==> config.mk <==
export PLATFORM = sky130hd
export DESIGN_NAME = edge_sync_divider
export DESIGN_NICKNAME = d
export VERILOG_FILES = /design/src/rtl/esd_pkg.sv /design/src/rtl/esd_ref_sampler.sv /design/src/rtl/esd_phase_counter.sv /design/src/rtl/esd_out_pair.sv /design/src/rtl/edge_sync_divider.sv
export SDC_FILE = /design/constraint.sdc
export NUM_CORES = 1
export LEC_CHECK = 0
export ABC_AREA = 1
export BUFFER_PORTS_ARGS = -buffer_cell sky130_fd_sc_hd__buf_4
export CAP_MARGIN = 10
export CORE_AREA = 2 2 39 41
export CTS_BUF_LIST = sky130_fd_sc_hd__clkbuf_8
export CTS_CLUSTER_DIAMETER = 100
export DETAILED_ROUTE_END_ITERATION = 10
export DIE_AREA = 0 0 41 43
export PLACE_DENSITY = 0.54
export SLEW_MARGIN = 15
export SYNTH_ARGS = -nofsm -noshare
export SYNTH_HDL_FRONTEND = slang
export SYNTH_SLANG_ARGS = --single-unit
==> constraint.sdc <==
create_clock -name clk_i -period 1.66 [get_ports clk_i]
set_clock_uncertainty 0.1 [all_clocks]
set_input_delay 0 -clock clk_i [delete_from_list [all_inputs] [get_ports clk_i]]
set_output_delay 0 -clock clk_i [all_outputs]
set_load 0.03 [all_outputs]
==> src/rtl/esd_pkg.sv <==
// Shared types and helpers for the edge-resynchronized divider.
// Assumes: a counter width of at least 2 bits.
package esd_pkg;

    // Which system-clock edge took the first high sample of a reference edge
    typedef enum logic {
        PH_POS = 1'b0,
        PH_NEG = 1'b1
    } samp_phase_e;

    // Counter value loaded on a reference edge: one count below the output-bit rise
    function automatic int reload_phase(input int width);
        return (1 << (width - 1)) - 1;
    endfunction

endpackage

==> src/rtl/esd_ref_sampler.sv <==
// Dual-edge reference sampler and rising-edge detector.
// Samples ref_i on both clock edges and retimes both samples into the rising-edge domain.
// An edge is flagged when a sample reads 1 and the sample just before it in time reads 0.
// Assumes: ref_i is already synchronous enough to be sampled (no metastability filter here).
module esd_ref_sampler (
    input  logic clk_i,
    input  logic rst_ni,
    input  logic ref_i,
    output logic ev_pos_o,
    output logic ev_neg_o
);

    logic samp_pos_q;   // taken at rising edge k
    logic samp_neg_q;   // taken at falling edge k
    logic pos_d_q;      // retimed rising sample of pair k
    logic neg_d_q;      // retimed falling sample of pair k
    logic neg_dd_q;     // falling sample of pair k-1

    // Capture the reference at the rising clock edge
    always_ff @(posedge clk_i) begin
        if (!rst_ni) samp_pos_q <= 1'b0;
        else         samp_pos_q <= ref_i;
    end

    // Capture the reference at the falling clock edge
    always_ff @(negedge clk_i) begin
        if (!rst_ni) samp_neg_q <= 1'b0;
        else         samp_neg_q <= ref_i;
    end

    // Align both samples of one pair, plus the previous falling sample, to the rising edge
    always_ff @(posedge clk_i) begin
        if (!rst_ni) begin
            pos_d_q  <= 1'b0;
            neg_d_q  <= 1'b0;
            neg_dd_q <= 1'b0;
        end else begin
            pos_d_q  <= samp_pos_q;
            neg_d_q  <= samp_neg_q;
            neg_dd_q <= neg_d_q;
        end
    end

    // Time-ordered comparison: each sample against the one half a cycle before it
    always_comb begin
        ev_pos_o = pos_d_q & ~neg_dd_q;
        ev_neg_o = neg_d_q & ~pos_d_q;
    end

    // a rising-phase edge means the reference was high at the rising edge two cycles back
    assert_pos_event_sampled_R2: assert property (@(posedge clk_i) disable iff (!rst_ni)
        ev_pos_o |-> $past(ref_i, 2));

    // a falling-phase edge means the rising-edge sample of the same pair was low
    assert_neg_event_sampled_R2: assert property (@(posedge clk_i) disable iff (!rst_ni)
        ev_neg_o |-> !$past(ref_i, 2));

endmodule

==> src/rtl/esd_phase_counter.sv <==
// Free-running phase counter with reload on reference edges.
// Keeps the live counter, a copy delayed by one cycle and the phase of the last alignment.
// Assumes: at most one of ev_pos_i / ev_neg_i is high in any cycle.
module esd_phase_counter
    import esd_pkg::*;
#(
    parameter int CNT_W = 5
) (
    input  logic        clk_i,
    input  logic        rst_ni,
    input  logic        ev_pos_i,
    input  logic        ev_neg_i,
    output logic        live_bit_o,
    output logic        dly_bit_o,
    output samp_phase_e sync_ph_o
);

    localparam int              MSB    = CNT_W - 1;
    localparam logic [MSB:0]    RELOAD = CNT_W'(reload_phase(CNT_W));
    localparam logic [MSB:0]    ONE    = CNT_W'(1);

    logic [MSB:0] cnt_q;
    logic [MSB:0] cnt_dq;
    samp_phase_e  sync_ph_q;

    // Advance the phase, or jump to the reload value on a reference edge
    always_ff @(posedge clk_i) begin
        if (!rst_ni)                 cnt_q <= '0;
        else if (ev_pos_i || ev_neg_i) cnt_q <= RELOAD;
        else                         cnt_q <= cnt_q + ONE;
    end

    // One-cycle-delayed copy of the counter for the half-cycle path
    always_ff @(posedge clk_i) begin
        if (!rst_ni) cnt_dq <= '0;
        else         cnt_dq <= cnt_q;
    end

    // Remember which clock edge caught the last reference edge
    always_ff @(posedge clk_i) begin
        if (!rst_ni)       sync_ph_q <= PH_POS;
        else if (ev_neg_i) sync_ph_q <= PH_NEG;
        else if (ev_pos_i) sync_ph_q <= PH_POS;
    end

    always_comb begin
        live_bit_o = cnt_q[MSB];
        dly_bit_o  = cnt_dq[MSB];
        sync_ph_o  = sync_ph_q;
    end

endmodule

==> src/rtl/esd_out_pair.sv <==
// Output pair register feeding an external dual-edge output stage.
// The low half always shows the live phase bit. The high half shows the delayed bit
// only after falling-phase alignment with DDR enabled.
// Assumes: ddr_en_i is static for at least one cycle around a change (no glitch filter).
module esd_out_pair
    import esd_pkg::*;
(
    input  logic        clk_i,
    input  logic        rst_ni,
    input  logic        ddr_en_i,
    input  logic        live_bit_i,
    input  logic        dly_bit_i,
    input  samp_phase_e sync_ph_i,
    output logic        out_hi_o,
    output logic        out_lo_o
);

    logic use_dly;

    // Pick the delayed bit for the first half only in half-cycle mode
    always_comb use_dly = ddr_en_i && (sync_ph_i == PH_NEG);

    // Register both halves of the next output pair
    always_ff @(posedge clk_i) begin
        if (!rst_ni) begin
            out_hi_o <= 1'b0;
            out_lo_o <= 1'b0;
        end else begin
            out_hi_o <= use_dly ? dly_bit_i : live_bit_i;
            out_lo_o <= live_bit_i;
        end
    end

    // with DDR off both halves of the pair carry the same value
    assert_ddr_off_equal_R5: assert property (@(posedge clk_i) disable iff (!rst_ni)
        !ddr_en_i |=> (out_hi_o == out_lo_o));

endmodule

==> src/rtl/edge_sync_divider.sv <==
// Top: divides clk_i by 2**CNT_W and aligns the result to rising edges of ref_i
// with half-cycle resolution. Outputs are a half-period pair for a dual-edge output register.
// Assumes: ref_i period is well above a few system cycles; reset held for at least two cycles.
module edge_sync_divider
    import esd_pkg::*;
#(
    parameter int CNT_W = 5
) (
    input  logic clk_i,
    input  logic rst_ni,
    input  logic ref_i,
    input  logic ddr_en_i,
    output logic clk_hi_o,
    output logic clk_lo_o
);

    logic        ev_pos;
    logic        ev_neg;
    logic        ev_any;
    logic        live_bit;
    logic        dly_bit;
    samp_phase_e sync_ph;

    esd_ref_sampler u_samp (
        .clk_i    (clk_i),
        .rst_ni   (rst_ni),
        .ref_i    (ref_i),
        .ev_pos_o (ev_pos),
        .ev_neg_o (ev_neg)
    );

    esd_phase_counter #(.CNT_W(CNT_W)) u_cnt (
        .clk_i      (clk_i),
        .rst_ni     (rst_ni),
        .ev_pos_i   (ev_pos),
        .ev_neg_i   (ev_neg),
        .live_bit_o (live_bit),
        .dly_bit_o  (dly_bit),
        .sync_ph_o  (sync_ph)
    );

    esd_out_pair u_out (
        .clk_i      (clk_i),
        .rst_ni     (rst_ni),
        .ddr_en_i   (ddr_en_i),
        .live_bit_i (live_bit),
        .dly_bit_i  (dly_bit),
        .sync_ph_i  (sync_ph),
        .out_hi_o   (clk_hi_o),
        .out_lo_o   (clk_lo_o)
    );

    // Any detected reference edge, used only by the checks below
    always_comb ev_any = ev_pos | ev_neg;

    // an isolated reload gives a low pair, then a high low-half on the next pair
    assert_reload_rise_R3: assert property (@(posedge clk_i) disable iff (!rst_ni)
        (ev_any ##1 !ev_any) |=> (!clk_lo_o ##1 clk_lo_o));

    // halves differ only when the high half repeats the previous low half
    assert_half_shift_R4: assert property (@(posedge clk_i) disable iff (!rst_ni)
        (clk_hi_o != clk_lo_o) |-> (clk_hi_o == $past(clk_lo_o)));

    // reset clears both outputs
    assert_reset_clear_R7: assert property (@(posedge clk_i)
        $past(!rst_ni) |-> (!clk_hi_o && !clk_lo_o));

endmodule

After elaboration in Yosys (flattened, before gate mapping)
Index checks and enable logic that the tools add are counted.
{"block": "op_classes", "addsub": 1, "n_mux": 5, "reduce_logical": 4, "n_bitwise": 5}
{"operator": "5-bit by 1-bit adder with 5-bit output (second input constant)", "count": 1}
{"operator": "1-bit 2-to-1 mux", "count": 4}
{"operator": "4-bit 2-to-1 mux", "count": 1}
{"operator": "1-bit NOT", "count": 3}
{"operator": "1-bit AND", "count": 2}
{"operator": "2-bit nonzero test", "count": 1}
{"operator": "2-bit OR reduction", "count": 1}
{"operator": "1-bit logical AND", "count": 1}
{"operator": "1-bit logical OR", "count": 1}
{"block": "word_totals", "out_inout_bits": 2, "input_bits": 4, "word_cells": 26, "register_bits": 18}

Longest topological paths before layout
{"block": "depth", "word_depth": 4, "mapped_depth": 7, "mapped_depth_nobuf": 7}

By module
From an unflattened synthesis, not the netlist that was laid out.
{"block": "hier_totals", "cells_unflattened": 60, "hier_area_um2": 491.7}
{"module": "esd_phase_counter", "n_inst": 1, "cells_per_inst": 34, "seq_area_each_um2": 140.1, "area_each_um2": 274.0}
{"module": "esd_ref_sampler", "n_inst": 1, "cells_per_inst": 18, "seq_area_each_um2": 100.1, "area_each_um2": 148.9}
{"module": "esd_out_pair", "n_inst": 1, "cells_per_inst": 8, "seq_area_each_um2": 40.0, "area_each_um2": 68.8}

==> metrics.cfg <==
[floorplanning]
io-pin-count = 6
initial_core_util = 0.339
die_y_um = 43
die_area_um2 = 1760
rows = 14
die_w_um = 41
coreArea_um2 = 1380

[global_routing]
grt_pass1_vias = 302
antenna_found_initial = 0
gr-total-overflow = 0
grt_first_pass_wirelength_um = 1200
grt_start_max_net_pins = 12
grt_use_total = 0.109

[place]
dp_hpwl_um = 481
portBuffers = 5
routabilityCongestion = 0.669
placed_area_um2 = 519
place_ws_ns = 0.263

[yosys]
synth_seq_cells = 13
synthXorXnorAreaFrac = 0.0187
synth_cells = 58
postSynthAreaPerCell_um2 = 8.09
syn-num-nets = 63
synth-warning-count = 0
ys_types = 14
syn_area_um2 = 469
muxShareOfSynthArea = 0
synth_compound_area_frac = 0.0773
synth_top_family_by_area = simple AND/OR/NAND/NOR gates
synthAdderAreaFrac = 0.0267
yosysSeqAreaShare = 0.555
synthSimpleGateAreaFrac = 0.187

[critical_path]
r2r-start = u_samp.samp_neg_q
required_ns = 0.92
reg2reg_to = u_samp.neg_d_q
cp-start-kind = input port
path_class = input port to flop
worst_ep_arrival_time_ns = 0.82
reg2reg_depth = 2
max_stage_delay_ns = 0.54
worst-r2r-setup-slack_ns = 0.21
end_kind = flop
critical_path.slowest_cell = dlygate4sd3_1
path_cells = dlygate4sd3_1 -> buf_4 -> nand2_1 -> inv_1
path_max_fanout = 11

[timing]
hold_violations = 0
setup_viol = 0
rsz0062_at_grt = no
tightest_slew_ns = 0.171
fin_tns_setup_ns = 0
slew_viol_final = 0
relSlewSlack = 0.885
holdWs_ns = 0.313
finalWorstSetupSlack_ns = 0.107

[route]
dr_total_vias = 347
antenna_left = 0
drtIter0Drc = 7
wire_per_inst_um = 8.40
routed_wl_um = 722
route.detailed.drc = 0
dr.pass1.iters = 4
vias_per_cell = 4.03

[power_and_ir_drop]
power.density_nw_per_um2 = 1120
vdd.ir_drop.worst_uv = 620
cellLeakagePower_nw = 0.317

[final_layout]
drive_above_1_share = 0.143
area_growth_syn_to_layout_pct = 28.8
stdcell_area_um2 = 604
fin_nets = 76
antenna_cells = 0
regMostFlops = u_cnt.cnt_q
largest_reg_flops = 5
final_cell_mix = 15 x nand2_1, 15 x inv_1, 13 x dfxtp_1

[cts]
post_cts_resized = 0
postCtsHoldBufs = 4
clk-insertion-delay-late_ns = 0.30
cts_made_buffers = 3
post-cts-setup-buffers = 0
h-tree-depth = 1
clkSinkCount = 13
clkTransAtPathRegs_ns = 0.05
cts_root_buf = clkbuf_8
cts_tree = yes
clock_path_buffers = 2

[worst_hold_path]
hp-class = flop to flop
min_to = u_samp.pos_d_q
whs_path_depth = 2
min_from = u_samp.samp_pos_q

[outcome]
status = completed

[run]
drv_cap = 0

==> layer usage <==
| metal | share of wire | wire length [um] | track usage |
|---|---|---|---|
| met1 | 0.49 | 352 | 0.138 |
| met2 | 0.43 | 308 | 0.131 |
| met3 | 0.069 | 50 | 0.0628 |
| met4 | 0.015 | 11 | 0.0800 |
| met5 | 0 | 0 | 0 |
==> logic make-up after synthesis <==
kind of cell,after synthesis
AOI/OAI and AO/OA,6
xor gates and xnor gates,1
adders and majority gates,1
buffers and inverters,16
DFF,13
and+or+nand+nor,21
==> how the worst max path moves through the flow <==
stage,startpoint,end,cells past startpoint,slack [ns]
after floorplan,u_samp.samp_neg_q,u_samp.neg_d_q,2,0.27
after global placement,u_samp.samp_neg_q,u_samp.neg_d_q,2,0.27
after detailed placement,u_samp.samp_neg_q,u_samp.neg_d_q,2,0.26
after CTS,rst_ni,u_samp.samp_neg_q,4,0.12
after global routing,rst_ni,u_samp.samp_neg_q,4,0.09
final,rst_ni,u_samp.samp_neg_q,4,0.11
==> stage by stage <==
step	total power [mW]	util	std cells
6_report	0.677	0.437	86
5_1_grt	0.728	0.437	86
4_1_cts	0.692	0.437	86
3_5_place_dp	0.406	0.375	78
3_3_place_gp	0.404	0.375	78
2_1_floorplan	0.392	-	58
==> cells in the mapped netlist <==
cell | instances | area (um2)
inv_2 | 1 | 3.75
ha_1 | 1 | 12.5
inv_1 | 14 | 52.6
nand2_1 | 15 | 56.3
xnor2_1 | 1 | 8.76
a21oi_1 | 2 | 10.0
o21ai_0 | 2 | 10.0
a21boi_0 | 1 | 7.51
dfxtp_1 | 13 | 260
buf_4 | 1 | 7.51
nand3_1 | 3 | 15.0
nand4_1 | 2 | 12.5
a21oi_2 | 1 | 8.76
nor2_1 | 1 | 3.75
==> worst max-delay path, delay by kind of cell <==
| kind | cells | cell delay (ns) |
|---|---|---|
| buffers and inverters | 3 | 0.76 |
| and+or+nand+nor | 1 | 0.06 |
==> area by class of cell <==
class / count / area, um2
sequential: 13 / 260
inverter: 14 / 52.6
clock inverter: 2 / 7.51
multi-input combinational: 29 / 145
timing repair buffer: 9 / 77.6
fill: 149 / 779
clock buffer: 3 / 41.3
tap: 16 / 20.0
==> report_power, final <==
group / internal, mW / switching [mW]
combinational: 0.0280 / 0.0270
sequential: 0.331 / 0.0133
clock: 0.166 / 0.112
total: 0.525 / 0.152
(Power assumes the default switching activity.)
